## config.mk

```make
export PLATFORM = sky130hd
export DESIGN_NAME = microstep_seq
export DESIGN_NICKNAME = d
export VERILOG_FILES = /design/src/rtl/ustep_pkg.sv /design/src/rtl/ustep_pos_ctr.sv /design/src/rtl/ustep_wind_map.sv /design/src/rtl/microstep_seq.sv
export SDC_FILE = /design/constraint.sdc
export NUM_CORES = 1
export LEC_CHECK = 0
export ABC_CLOCK_PERIOD_IN_PS = 4100
export BUFFER_PORTS_ARGS = -buffer_cell sky130_fd_sc_hd__buf_4
export CAP_MARGIN = 40
export CORE_UTILIZATION = 35
export CTS_CLUSTER_SIZE = 20
export DETAILED_ROUTE_END_ITERATION = 10
export PLACE_DENSITY = 0.64
export SLEW_MARGIN = 20
export SYNTH_ARGS = -nofsm -noshare
export SYNTH_HDL_FRONTEND = slang
export SYNTH_SLANG_ARGS = --single-unit
```

## constraint.sdc

```tcl
create_clock -name clk_i -period 4.1 [get_ports clk_i]
set_input_delay 0 -clock clk_i [delete_from_list [all_inputs] [get_ports clk_i]]
set_output_delay 0 -clock clk_i [all_outputs]
set_load 0.005 [all_outputs]
```

## src/rtl/ustep_pkg.sv

```systemverilog
package ustep_pkg;
    localparam int POS_W = 6;
    localparam int OFS_W = 4;
    localparam int QTR   = 1 << OFS_W;
    localparam int MAG_W = 7;

    typedef logic [POS_W-1:0] pos_t;
    typedef logic [MAG_W-1:0] mag_t;
    typedef logic [OFS_W:0]   idx_t;

    typedef struct packed {
        mag_t mag_a;
        logic rev_a;
        mag_t mag_b;
        logic rev_b;
    } drv_t;

    typedef struct packed {
        pos_t pos;
    } ctr_t;

    // Quarter-wave sine in percent, index 0..16 spans 0..90 degrees.
    function automatic mag_t sine_lut(input idx_t idx);
        case (idx)
            5'd0:    return 7'd0;
            5'd1:    return 7'd10;
            5'd2:    return 7'd20;
            5'd3:    return 7'd29;
            5'd4:    return 7'd38;
            5'd5:    return 7'd47;
            5'd6:    return 7'd56;
            5'd7:    return 7'd63;
            5'd8:    return 7'd71;
            5'd9:    return 7'd77;
            5'd10:   return 7'd83;
            5'd11:   return 7'd88;
            5'd12:   return 7'd92;
            5'd13:   return 7'd96;
            5'd14:   return 7'd98;
            default: return 7'd100;
        endcase
    endfunction
endpackage

```

## src/rtl/ustep_pos_ctr.sv

```systemverilog
module ustep_pos_ctr
    import ustep_pkg::*;
(
    input  logic clk_i,
    input  logic rst_i,
    input  logic adv_i,
    input  logic dir_i,
    output pos_t pos_o,
    output pos_t pos_nxt_o
);
    ctr_t ctr_d, ctr_q;

    always_comb begin
        ctr_d = ctr_q;
        if (adv_i) begin
            if (dir_i) ctr_d.pos = ctr_q.pos - pos_t'(1);
            else       ctr_d.pos = ctr_q.pos + pos_t'(1);
        end
        if (rst_i) ctr_d = '0;
    end

    always_ff @(posedge clk_i) begin
        ctr_q <= ctr_d;
    end

    assign pos_o     = ctr_q.pos;
    assign pos_nxt_o = ctr_d.pos;
endmodule

```

## src/rtl/ustep_wind_map.sv

```systemverilog
module ustep_wind_map
    import ustep_pkg::*;
#(
    parameter bit COSINE = 1'b0
) (
    input  pos_t pos_i,
    input  logic en_i,
    output mag_t mag_o,
    output logic rev_o
);
    logic [1:0]       quad;
    logic [OFS_W-1:0] ofs;
    logic             mirror;
    idx_t             idx;

    always_comb begin
        quad   = pos_i[POS_W-1 -: 2];
        ofs    = pos_i[OFS_W-1:0];
        mirror = quad[0] ^ COSINE;
        idx    = mirror ? idx_t'(QTR) - {1'b0, ofs} : {1'b0, ofs};
        mag_o  = en_i ? sine_lut(idx) : '0;
        rev_o  = COSINE ? (quad[1] ^ quad[0]) : quad[1];
    end
endmodule

```

## src/rtl/microstep_seq.sv

```systemverilog
module microstep_seq
    import ustep_pkg::*;
(
    input  logic             clk_i,
    input  logic             rst_i,
    input  logic             en_i,
    input  logic             step_i,
    input  logic             dir_i,
    output logic [POS_W-1:0] pos_o,
    output logic [MAG_W-1:0] mag_a_o,
    output logic             rev_a_o,
    output logic [MAG_W-1:0] mag_b_o,
    output logic             rev_b_o
);
    pos_t pos_nxt;
    mag_t wmag [2];
    logic wrev [2];
    drv_t drv_d, drv_q;

    ustep_pos_ctr ctr_i (
        .clk_i     (clk_i),
        .rst_i     (rst_i),
        .adv_i     (en_i & step_i),
        .dir_i     (dir_i),
        .pos_o     (pos_o),
        .pos_nxt_o (pos_nxt)
    );

    for (genvar w = 0; w < 2; w++) begin : g_wind
        ustep_wind_map #(.COSINE(w == 1)) map_i (
            .pos_i (pos_nxt),
            .en_i  (en_i),
            .mag_o (wmag[w]),
            .rev_o (wrev[w])
        );
    end

    always_comb begin
        drv_d.mag_a = wmag[0];
        drv_d.rev_a = wrev[0];
        drv_d.mag_b = wmag[1];
        drv_d.rev_b = wrev[1];
        if (rst_i) drv_d = '0;
    end

    always_ff @(posedge clk_i) begin
        drv_q <= drv_d;
    end

    assign mag_a_o = drv_q.mag_a;
    assign rev_a_o = drv_q.rev_a;
    assign mag_b_o = drv_q.mag_b;
    assign rev_b_o = drv_q.rev_b;
endmodule

```

==> impl_metrics.yaml, run 1 <==
run_status:
  status: "completed"
drt:
  vias: 1227
  dr.pass1.iters: 4
  drt_iter0_drc: 60
  drc: 0
  wire_per_inst_um: 13.23
  via_per_inst: 5.029
  drt_wl_total_um: 3229
  ant_nets: 0
clocking:
  post_cts_resized: 0
  clockBufferDepth: 2
  clkLatencyLatePin_ns: 0.27
  clk_pin_slew_worst_paths_ns: 0.08
  ctsHtreeMaxLevel: 1
  cts_tree: "done"
  cts_sinks: 22
  clock_tree.root_cell: "clkbuf_8"
  cts_setup_buffers: 0
  postCtsHoldBufs: 0
  cts-buffers-inserted: 3
die:
  core_area_mm2: 0.004354
  die_area_mm2: 0.004777
  dieHeight_um: 69.12
  start_util: 0.3621
  fp.dieW_um: 69.12
  io-pin-count: 27
  placementRows: 24
sta:
  tns_ns: 0
  fin_crit_ns: 3.403
  relSlewSlack: 0.6186
  holdWs_ns: 0.1214
  setup_viol: 0
  hold_violations: 0
  finClkSkew_ns: 0.008154
  post-route-period-util: 0.8301
  slew_violations: 0
  max_freq_mhz: 293.8
  grt_setup_unrepaired: "false"
  worst_pin_slew_ns: 0.5701
global_route:
  grt_pass1_vias: 1213
  antenna_found_initial: 0
  grt_max_degree: 16
  grt_pass1_wl_um: 5409
  grt_usage: 0.1399
  grt_overflow_total: 0
final_layout:
  layout.cells.non_filler: 244
  diodes: 0
  area_growth_pct: 17.86
  fin_nets: 217
  drive_gt1_frac: 0.2604
  final_area_mm2: 0.001858
synth:
  synth.mux.area_fraction: 0.08016
  synth.area.top_cells: "dfxtp_1 28%, ha_1 13%, a21oi_1 4.4%"
  synth_seq_cells: 22
  yosys_most_used_dff: "dfxtp_1"
  yosysTopAreaCell: "dfxtp_1"
  synth_cells: 166
  synth.most_common_cell: "dfxtp_1"
  synth_compound_area_frac: 0.2230
  async_reset_ff_frac: 0
  synth_fa_ha_area_frac: 0.1476
  netlist.area_leader.share: 0.2794
  avgSynthCellArea_um2: 9.497
  yosysWarningCount: 0
  synth_nets: 189
  yosys.area_share.simple: 0.1389
  synth_edf_count: 0
  synth_commonest_cells: "22 x dfxtp_1, 17 x ha_1, 14 x a21oi_1"
  synth-xor-area-share: 0.06508
  synth_top_family_by_area: "compound AO/OA/AOI/OAI gates"
  ys_seq_area_frac: 0.2794
  synth_cell_type_count: 49
  syn-cell-area_mm2: 0.001577
placed_design:
  placed_area_mm2: 0.001804
  dp_hpwl_um: 2415
  gpl.final_weighted_congestion: 0.8948
  place_inst: 239
  port_buffers: 26
setup_path:
  critPathMaxStageDelay_ns: 0.47
  crit_type: "flop to flop"
  crit_path_max_fanout: 8
  cp-end-kind: "flop"
  worstPathArrival_ns: 3.58
  cp_top_family: "compound AO/OA/AOI/OAI gates"
  critPathRequiredTime_ns: 4.28
  r2r_slack_ns: 0.70
  start_kind: "flop"
  slowest_stage: "a211oi_2"
  path_buf_inv: 1
  cp_cell_sequence: "inv_1 > fa_1 > nand2b_1 > a21o_1 > a211oi_2 > nor2_1 > a21oi_1 > ha_1 > a22o_1 > a221o_1 > a221oi_2"
power_and_ir_drop:
  peakVddDrop_mv: 0.1191
  powerDensity_mw_per_mm2: 333.8
  power_leakage_nw: 0.8307
  p_clk_frac: 0.218
  p_sw_frac: 0.3391
  p_switching_mw: 0.2103
  combPwrFrac: 0.397
  p_int_mw: 0.4099
  seq_power_share: 0.385
min_path:
  worstHoldPathType: "primary input to flop"
job:
  drv_cap: 0
stage by stage:
step | utilization | power [mW] | setup WS, ns
after floorplan | - | 0.4253 | 0.8559
after global placement | 0.4144 | 0.4834 | 0.8034
after detailed placement | 0.4144 | 0.4848 | 0.7244
after CTS | 0.4239 | 0.6205 | 0.7044
after global routing | 0.4267 | 0.6622 | 0.3779
final | 0.4267 | 0.6202 | 0.6966
area by class of cell:
cell class                      instances  area, um^2
Sequential cell                        22       440.4
Tap cell                               52       65.06
Timing Repair Buffer                   30       222.7
Fill cell                             429        2496
Clock buffer                            3       41.29
Multi-Input combinational cell        124        1032
Inverter                               13       56.30
worst paths after layout:
kind | startpoint | end | depth (start not counted)
worst min register to register | ctr_i.pos_o[5] | rev_a_o | 2
worst max-delay path | ctr_i.pos_o[0] | mag_a_o[2] | 11
worst min-delay path | rst_i | ctr_i.pos_o[3] | 2
worst max register to register | ctr_i.pos_o[0] | mag_a_o[2] | 11
worst reg2reg max path: cells and delay by family (launching register included):
| family | cells | cell delay (ns) |
|---|---|---|
| AO/OA/AOI/OAI | 6 | 1.80 |
| adder cells (fa/ha/maj) | 2 | 0.76 |
| flip-flops | 1 | 0.39 |
| AND/OR/NAND/NOR | 2 | 0.29 |
| buffers and inverters | 1 | 0.08 |
power groups by stage:
stage                     registers (mW)  clock network [mW]  logic (mW)
after floorplan                    0.245                   0       0.180
after global placement             0.244                   0       0.240
after detailed placement           0.244                   0       0.241
after CTS                          0.239               0.139       0.242
after global routing               0.241               0.150       0.272
final                              0.239               0.135       0.246
flip-flops by register name (all words and copies together), names as in the netlist:
signal,count
mag_a_o,7
ctr_i.pos_o,6
rev_b_o,1
rev_a_o,1
mag_b_o,7
logic make-up (layout without fill, tap and decap cells):
kind of cell | count (synthesis) | in the layout
AND/OR/NAND/NOR | 43 | 43
AO/OA/AOI/OAI | 42 | 42
multiplexers | 11 | 11
adder cells (fa/ha/maj) | 18 | 18
buffers and inverters | 20 | 46
flip-flops | 22 | 22
XOR/XNOR | 10 | 10
cell usage in the layout (no fill, tap or decap), drive strengths merged, types with 4 or more instances in the layout:
master and n:
inv 13, a211oi 6, ha 17, mux2i 7, clkbuf 4, nand2 4
xnor2 7, a21oi 14, dfxtp 22, buf 29, nor2 13, nor3 8
routing by layer:
metal	vias up	part of all wire	global-route usage	wire (um)
met3	6	0.024	0.01901	78
met1	566	0.46	0.1668	1488
met4	0	0.020	0.07256	64
met5	-	0	0	0
met2	16	0.49	0.2427	1598
li1	639	-	-	-
Note: power is estimated with default switching activity, not from simulation.
==> run 2, diff against run 1 <==
- ABC_AREA: not set -> 1
- ABC_CLOCK_PERIOD_IN_PS: 4100 -> 3100
- PLACE_DENSITY: 0.64 -> 0.66
- clock period: 4.1 -> 3.1 ns (I/O delays scaled with it)
==> run 2 against run 1 <==
- routed wire length decreased by 0.59%
- clock power up 52%
- first-iteration DRC count increased by 8.3%
- sequential share of layout area fell by 0.55 points
- critical path type unchanged
- critical endpoint is now mag_b_o[2]
- largest cell class unchanged
==> impl_metrics.yaml, run 2 <==
synth:
  netlist.area_leader.share: 0.2767
  synth_edf_count: 0
  synth_seq_cells: 22
  ys_seq_area_frac: 0.2767
  syn-cell-area_mm2: 0.001592
  synth.most_common_cell: "nand2_1"
  yosysWarningCount: 0
  synth_nets: 254
  yosysTopAreaCell: "dfxtp_1"
  synth_commonest_cells: "70 x nand2_1, 29 x inv_1, 22 x dfxtp_1"
  async_reset_ff_frac: 0
  synth.area.top_cells: "dfxtp_1 28%, nand2_1 17%, ha_1 13%"
  synth_cell_type_count: 23
  avgSynthCellArea_um2: 6.890
  yosys_most_used_dff: "dfxtp_1"
  synth_cells: 231
setup_path:
  worstPathArrival_ns: 2.83
  cp-end-kind: "flop"
  critPathRequiredTime_ns: 3.31
  critPathMaxStageDelay_ns: 0.45
  start_kind: "flop"
  cp_cell_sequence: "inv_1 > fa_1 > nand3_1 > nand3_1 > ha_1 > nand2_1 > nand2_1 > inv_1 > ha_1 > nand3b_1 > nand2_1 > nand2_1 > nand3_1 > nand2_1 > inv_1"
  cp_top_family: "adder cells"
  critical_path.most_common_cell: "nand2_1"
  slowest_stage: "fa_1"
  crit_type: "flop to flop"
  crit_path_max_fanout: 6
  path_buf_inv: 3
placed_design:
  dp_hpwl_um: 2569
  place_ws_ns: 0.4946
  gpl.final_weighted_congestion: 0.8921
  port_buffers: 26
global_route:
  top_usage_layer: "met2"
  grt_max_degree: 13
  met3_usage: 0.01890
  grt_pass1_vias: 1350
  grt_pass1_wl_um: 5671
  grt_overflow_total: 0
  grt_use_met2: 0.2481
  use_met1: 0.1807
  antenna_found_initial: 0
  grt_usage: 0.1429
die:
  die_area_mm2: 0.004821
  core_area_mm2: 0.004354
  dieHeight_um: 69.44
  io-pin-count: 27
  fp.dieW_um: 69.44
  placementRows: 24
  start_util: 0.3655
sta:
  grt_setup_unrepaired: "false"
  hold_violations: 0
  fin_crit_ns: 2.613
  setup_viol: 0
  holdWs_ns: 0.1295
  relSlewSlack: 0.7724
  fin_ws_ns: 0.4871
  finClkSkew_ns: 0.001922
  slew_violations: 0
  worst_pin_slew_ns: 0.3410
  tns_ns: 0
  post-route-period-util: 0.8429
  max_freq_mhz: 382.7
drt:
  dr.pass1.iters: 4
  vias: 1448
  drc: 0
  wire_per_inst_um: 10.26
  ant_nets: 0
  drt_wl_total_um: 3210
  drt_iter0_drc: 65
  via_per_inst: 4.626
power_and_ir_drop:
  power_leakage_nw: 1.050
  combPwrFrac: 0.373
  seq_power_share: 0.380
  p_clk_frac: 0.247
  p_int_mw: 0.5413
  p_sw_frac: 0.3483
  p_switching_mw: 0.2893
  powerDensity_mw_per_mm2: 436.8
  peakVddDrop_mv: 0.1439
clocking:
  clock_tree.root_cell: "clkbuf_8"
  cts_tree: "done"
  cts_setup_buffers: 0
  ctsHtreeMaxLevel: 1
  clk_pin_slew_worst_paths_ns: 0.08
  clockBufferDepth: 2
  cts-buffers-inserted: 3
  cts_sinks: 22
  clkLatencyLatePin_ns: 0.26
final_layout:
  final_cell_mix: "70 x nand2_1, 29 x inv_1, 27 x buf_4"
  diodes: 0
  final_common_cell: "nand2_1"
  nFillCells: 447
  area_growth_pct: 19.50
  fin_nets: 285
  drive_gt1_frac: 0.2107
run_status:
  status: "completed"
min_path:
  worstHoldPathType: "primary input to flop"
job:
  drv_cap: 0
run 2: changes by cell type in the layout (fill, tap and decap cells not counted), sizes merged, moves of 5 or more:
cell,change
nand3,+19
nor3,-8
mux2i,-7
nand3b,+5
xnor2,-6
inv,+19
o21ai,+9
a211oi,-6
nand2,+79
run 2: cell type report:
| cell class | count | area (um^2) | area share |
|---|---|---|---|
| clock buffer | 4 | 55.05 | 0.02895 |
| tap | 52 | 65.06 | 0.03421 |
| inverter | 33 | 128.9 | 0.06776 |
| multi-input combinational | 174 | 999.7 | 0.5257 |
| timing repair buffer | 28 | 212.7 | 0.1118 |
| sequential | 22 | 440.4 | 0.2316 |
run 2: worst min-delay path: stages:
cell and delay, ns:
buf_4 0.13, nand2_1 0.15, a21oi_1 0.06
run 2: logic make-up (layout without fill, tap and decap cells):
group,count (synthesis),in the layout,synth area share
flops,22,22,0.2767
simple gates,125,125,0.3734
buf+inv,35,65,0.09512
xor+xnor,2,2,0.01101
fa+ha+maj,18,18,0.1462
compound gates,29,29,0.09749
run 2: power by group through the flow:
stage / clock (mW) / sequential (mW) / combinational [mW]
final: 0.205 / 0.316 / 0.310
after global routing: 0.221 / 0.318 / 0.357
after CTS: 0.209 / 0.316 / 0.311
after detailed placement: 0 / 0.323 / 0.309
after global placement: 0 / 0.322 / 0.307
after floorplan: 0 / 0.325 / 0.223
run 2: through the flow:
step / utilization / power [mW] / cells / area (um^2)
after floorplan: - / 0.5479 / 231 / 1592
after CTS: 0.4368 / 0.8359 / 313 / 1902
after global routing: 0.4368 / 0.8963 / 313 / 1902
after global placement: 0.4218 / 0.6294 / 308 / 1837
final: 0.4368 / 0.8306 / 313 / 1902
after detailed placement: 0.4218 / 0.6313 / 308 / 1837
run 2: final timing paths:
check	from	end	slack (ns)	depth (start not counted)
worst min-delay path	en_i	mag_b_o[5]	0.13	3
worst max register to register	ctr_i.pos_o[0]	mag_b_o[2]	0.49	15
worst min register to register	ctr_i.pos_o[5]	rev_a_o	0.57	2
worst max-delay path	ctr_i.pos_o[0]	mag_b_o[2]	0.49	15
run 2: layer usage:
metal | up-vias | share of wire
li1 | 784 | -
met1 | 634 | 0.49
met2 | 28 | 0.47
met3 | 2 | 0.032
met4 | 0 | 0.0090
met5 | - | 0
run 2: repair_timing:
action / 4_1_cts / 5_1_grt
hold endpoints to repair: 2 / 0
gates resized for setup: 0 / 0
hold buffers: 1 / 0
==> run 3, diff against run 2 <==
- ABC_AREA: 1 -> 0
- ABC_CLOCK_PERIOD_IN_PS: 3100 -> 2400
- clock period: 3.1 -> 2.4 ns (I/O delays scaled with it)
==> run 3 against run 2 <==
- the run now ends with setup timing left
- critical path depth fell by 2
- clock-buffer cell count fell by 1
- register-to-register slack got worse by 0.94 ns
- sequential power rose by 29%
- core utilization rose by 19 points
- global-route usage rose by 3.0 points
- critical path type unchanged
- largest cell class unchanged
==> impl_metrics.yaml, run 3 (same netlist as run 1, synthesis figures left out) <==
run_status:
  status: "finished with violations"
  violations: "setup timing"
die:
  io-pin-count: 27
  dieHeight_um: 69.12
  core_area_mm2: 0.004354
  start_util: 0.3621
  placementRows: 24
  die_area_mm2: 0.004777
  fp.dieW_um: 69.12
global_route:
  antenna_found_initial: 0
  grt_max_degree: 15
  grt_pass1_wl_um: 6748
  grt_pass1_vias: 1517
  grt_usage: 0.1734
  grt_overflow_total: 0
placed_design:
  gpl.final_weighted_congestion: 0.7825
  place_inst: 293
  port_buffers: 26
  dp_hpwl_um: 2969
  place_ws_ns: -0.4228
drt:
  ant_nets: 0
  drc: 0
  via_per_inst: 4.936
  drt_wl_total_um: 4268
  wire_per_inst_um: 13.68
  drt_iter0_drc: 54
  dr.pass1.iters: 6
  vias: 1540
power_and_ir_drop:
  p_clk_frac: 0.235
  power_leakage_nw: 1.252
  p_switching_mw: 0.4793
  combPwrFrac: 0.497
  p_sw_frac: 0.3162
  seq_power_share: 0.268
  finalPower_mw: 1.516
  p_int_mw: 1.037
  peakVddDrop_mv: 0.2173
  powerDensity_mw_per_mm2: 558.4
final_layout:
  area_growth_pct: 72.22
  final_cell_mix: "84 x buf_4, 20 x dfxtp_1, 15 x ha_1"
  layout.cells.non_filler: 312
  fin_nets: 284
  diodes: 0
  drive_gt1_frac: 0.5962
  final_common_cell: "buf_4"
sta:
  slew_violations: 0
  hold_violations: 0
  fin_ws_ns: -0.4513
  holdWs_ns: 0.1108
  grt_setup_unrepaired: "true"
  fin_crit_ns: 2.851
  max_freq_mhz: 350.7
  relSlewSlack: 0.6535
  post-route-period-util: 1.188
  tns_ns: -3.500
  worst_pin_slew_ns: 0.5180
  setup_viol: 13
  finClkSkew_ns: 0.007501
setup_path:
  crit_path_max_fanout: 4
  slowest_stage: "dfxtp_2"
  start_kind: "flop"
  critPathRequiredTime_ns: 2.59
  cp-end-kind: "flop"
  critPathMaxStageDelay_ns: 0.35
  worstPathArrival_ns: 3.04
  cp_cell_sequence: "inv_2 > fa_2 > nand2b_4 > a211oi_1 > buf_4 > a211oi_4 > buf_6 > buf_12 > a21oi_4 > ha_4 > a22o_1 > a221o_1 > a221oi_2"
  crit_type: "flop to flop"
clocking:
  ctsHtreeMaxLevel: 1
  clockBufferDepth: 2
  postCtsHoldBufs: 0
  clkLatencyLatePin_ns: 0.27
  clk_pin_slew_worst_paths_ns: 0.09
  cts_sinks: 22
  clock_tree.root_cell: "clkbuf_8"
  cts_tree: "done"
  cts-buffers-inserted: 3
min_path:
  worstHoldPathType: "primary input to flop"
job:
  drv_cap: 0
## run 3: final timing paths
| kind | start | endpoint | slack (ns) | depth (start not counted) |
|---|---|---|---|---|
| hold reg to reg | ctr_i.pos_o[5] | rev_a_o | 0.60 | 2 |
| setup / recovery | ctr_i.pos_o[1] | mag_a_o[2] | -0.45 | 13 |
| setup reg to reg | ctr_i.pos_o[1] | mag_a_o[2] | -0.45 | 13 |
| hold / removal | rst_i | ctr_i.pos_o[3] | 0.11 | 2 |
## run 3: routing by layer
metal | wire [um] | global-route usage
met5 | 0 | 0
met4 | 54 | 0.05215
met3 | 119 | 0.03509
met2 | 2240 | 0.3042
met1 | 1854 | 0.2120
## run 3: final cells by class
cell class / instances / area [um^2]
Fill cell: 351 / 1639
Tap cell: 52 / 65.06
Timing Repair Buffer: 97 / 803.3
Sequential cell: 22 / 442.9
Clock inverter: 1 / 30.03
Clock buffer: 3 / 41.29
Inverter: 13 / 56.30
Multi-Input combinational cell: 124 / 1276
## run 3: worst max-delay path: cells and delay by family (launching register included)
family / cells / cell delay [ns]
buffers and inverters: 4 / 0.48
flip-flops: 1 / 0.35
AND/OR/NAND/NOR: 1 / 0.15
adder cells (fa/ha/maj): 2 / 0.58
AO/OA/AOI/OAI: 6 / 1.21
## run 3: what timing repair did
action	in CTS	in global routing
pin swaps	15	13
endpoints found under the setup margin	14	16
resized for setup	26	22
gates cloned	1	0
setup buffers	8	8
## run 3: power by group through the flow
stage          clock, mW  sequential [mW]  combinational [mW]
2_1_floorplan          0            0.420               0.333
3_3_place_gp           0            0.414               0.575
3_5_place_dp           0            0.415               0.588
4_1_cts            0.360            0.406               0.674
5_1_grt            0.377            0.410               0.812
6_report           0.356            0.407               0.753
## run 3: per-stage QoR
step                      cell area (um^2)  utilization
final                                 2715       0.6236
after global routing                  2715       0.6236
after CTS                             2544       0.5842
after detailed placement              2286       0.5250
after global placement                2286       0.5250
after floorplan                       1647            -
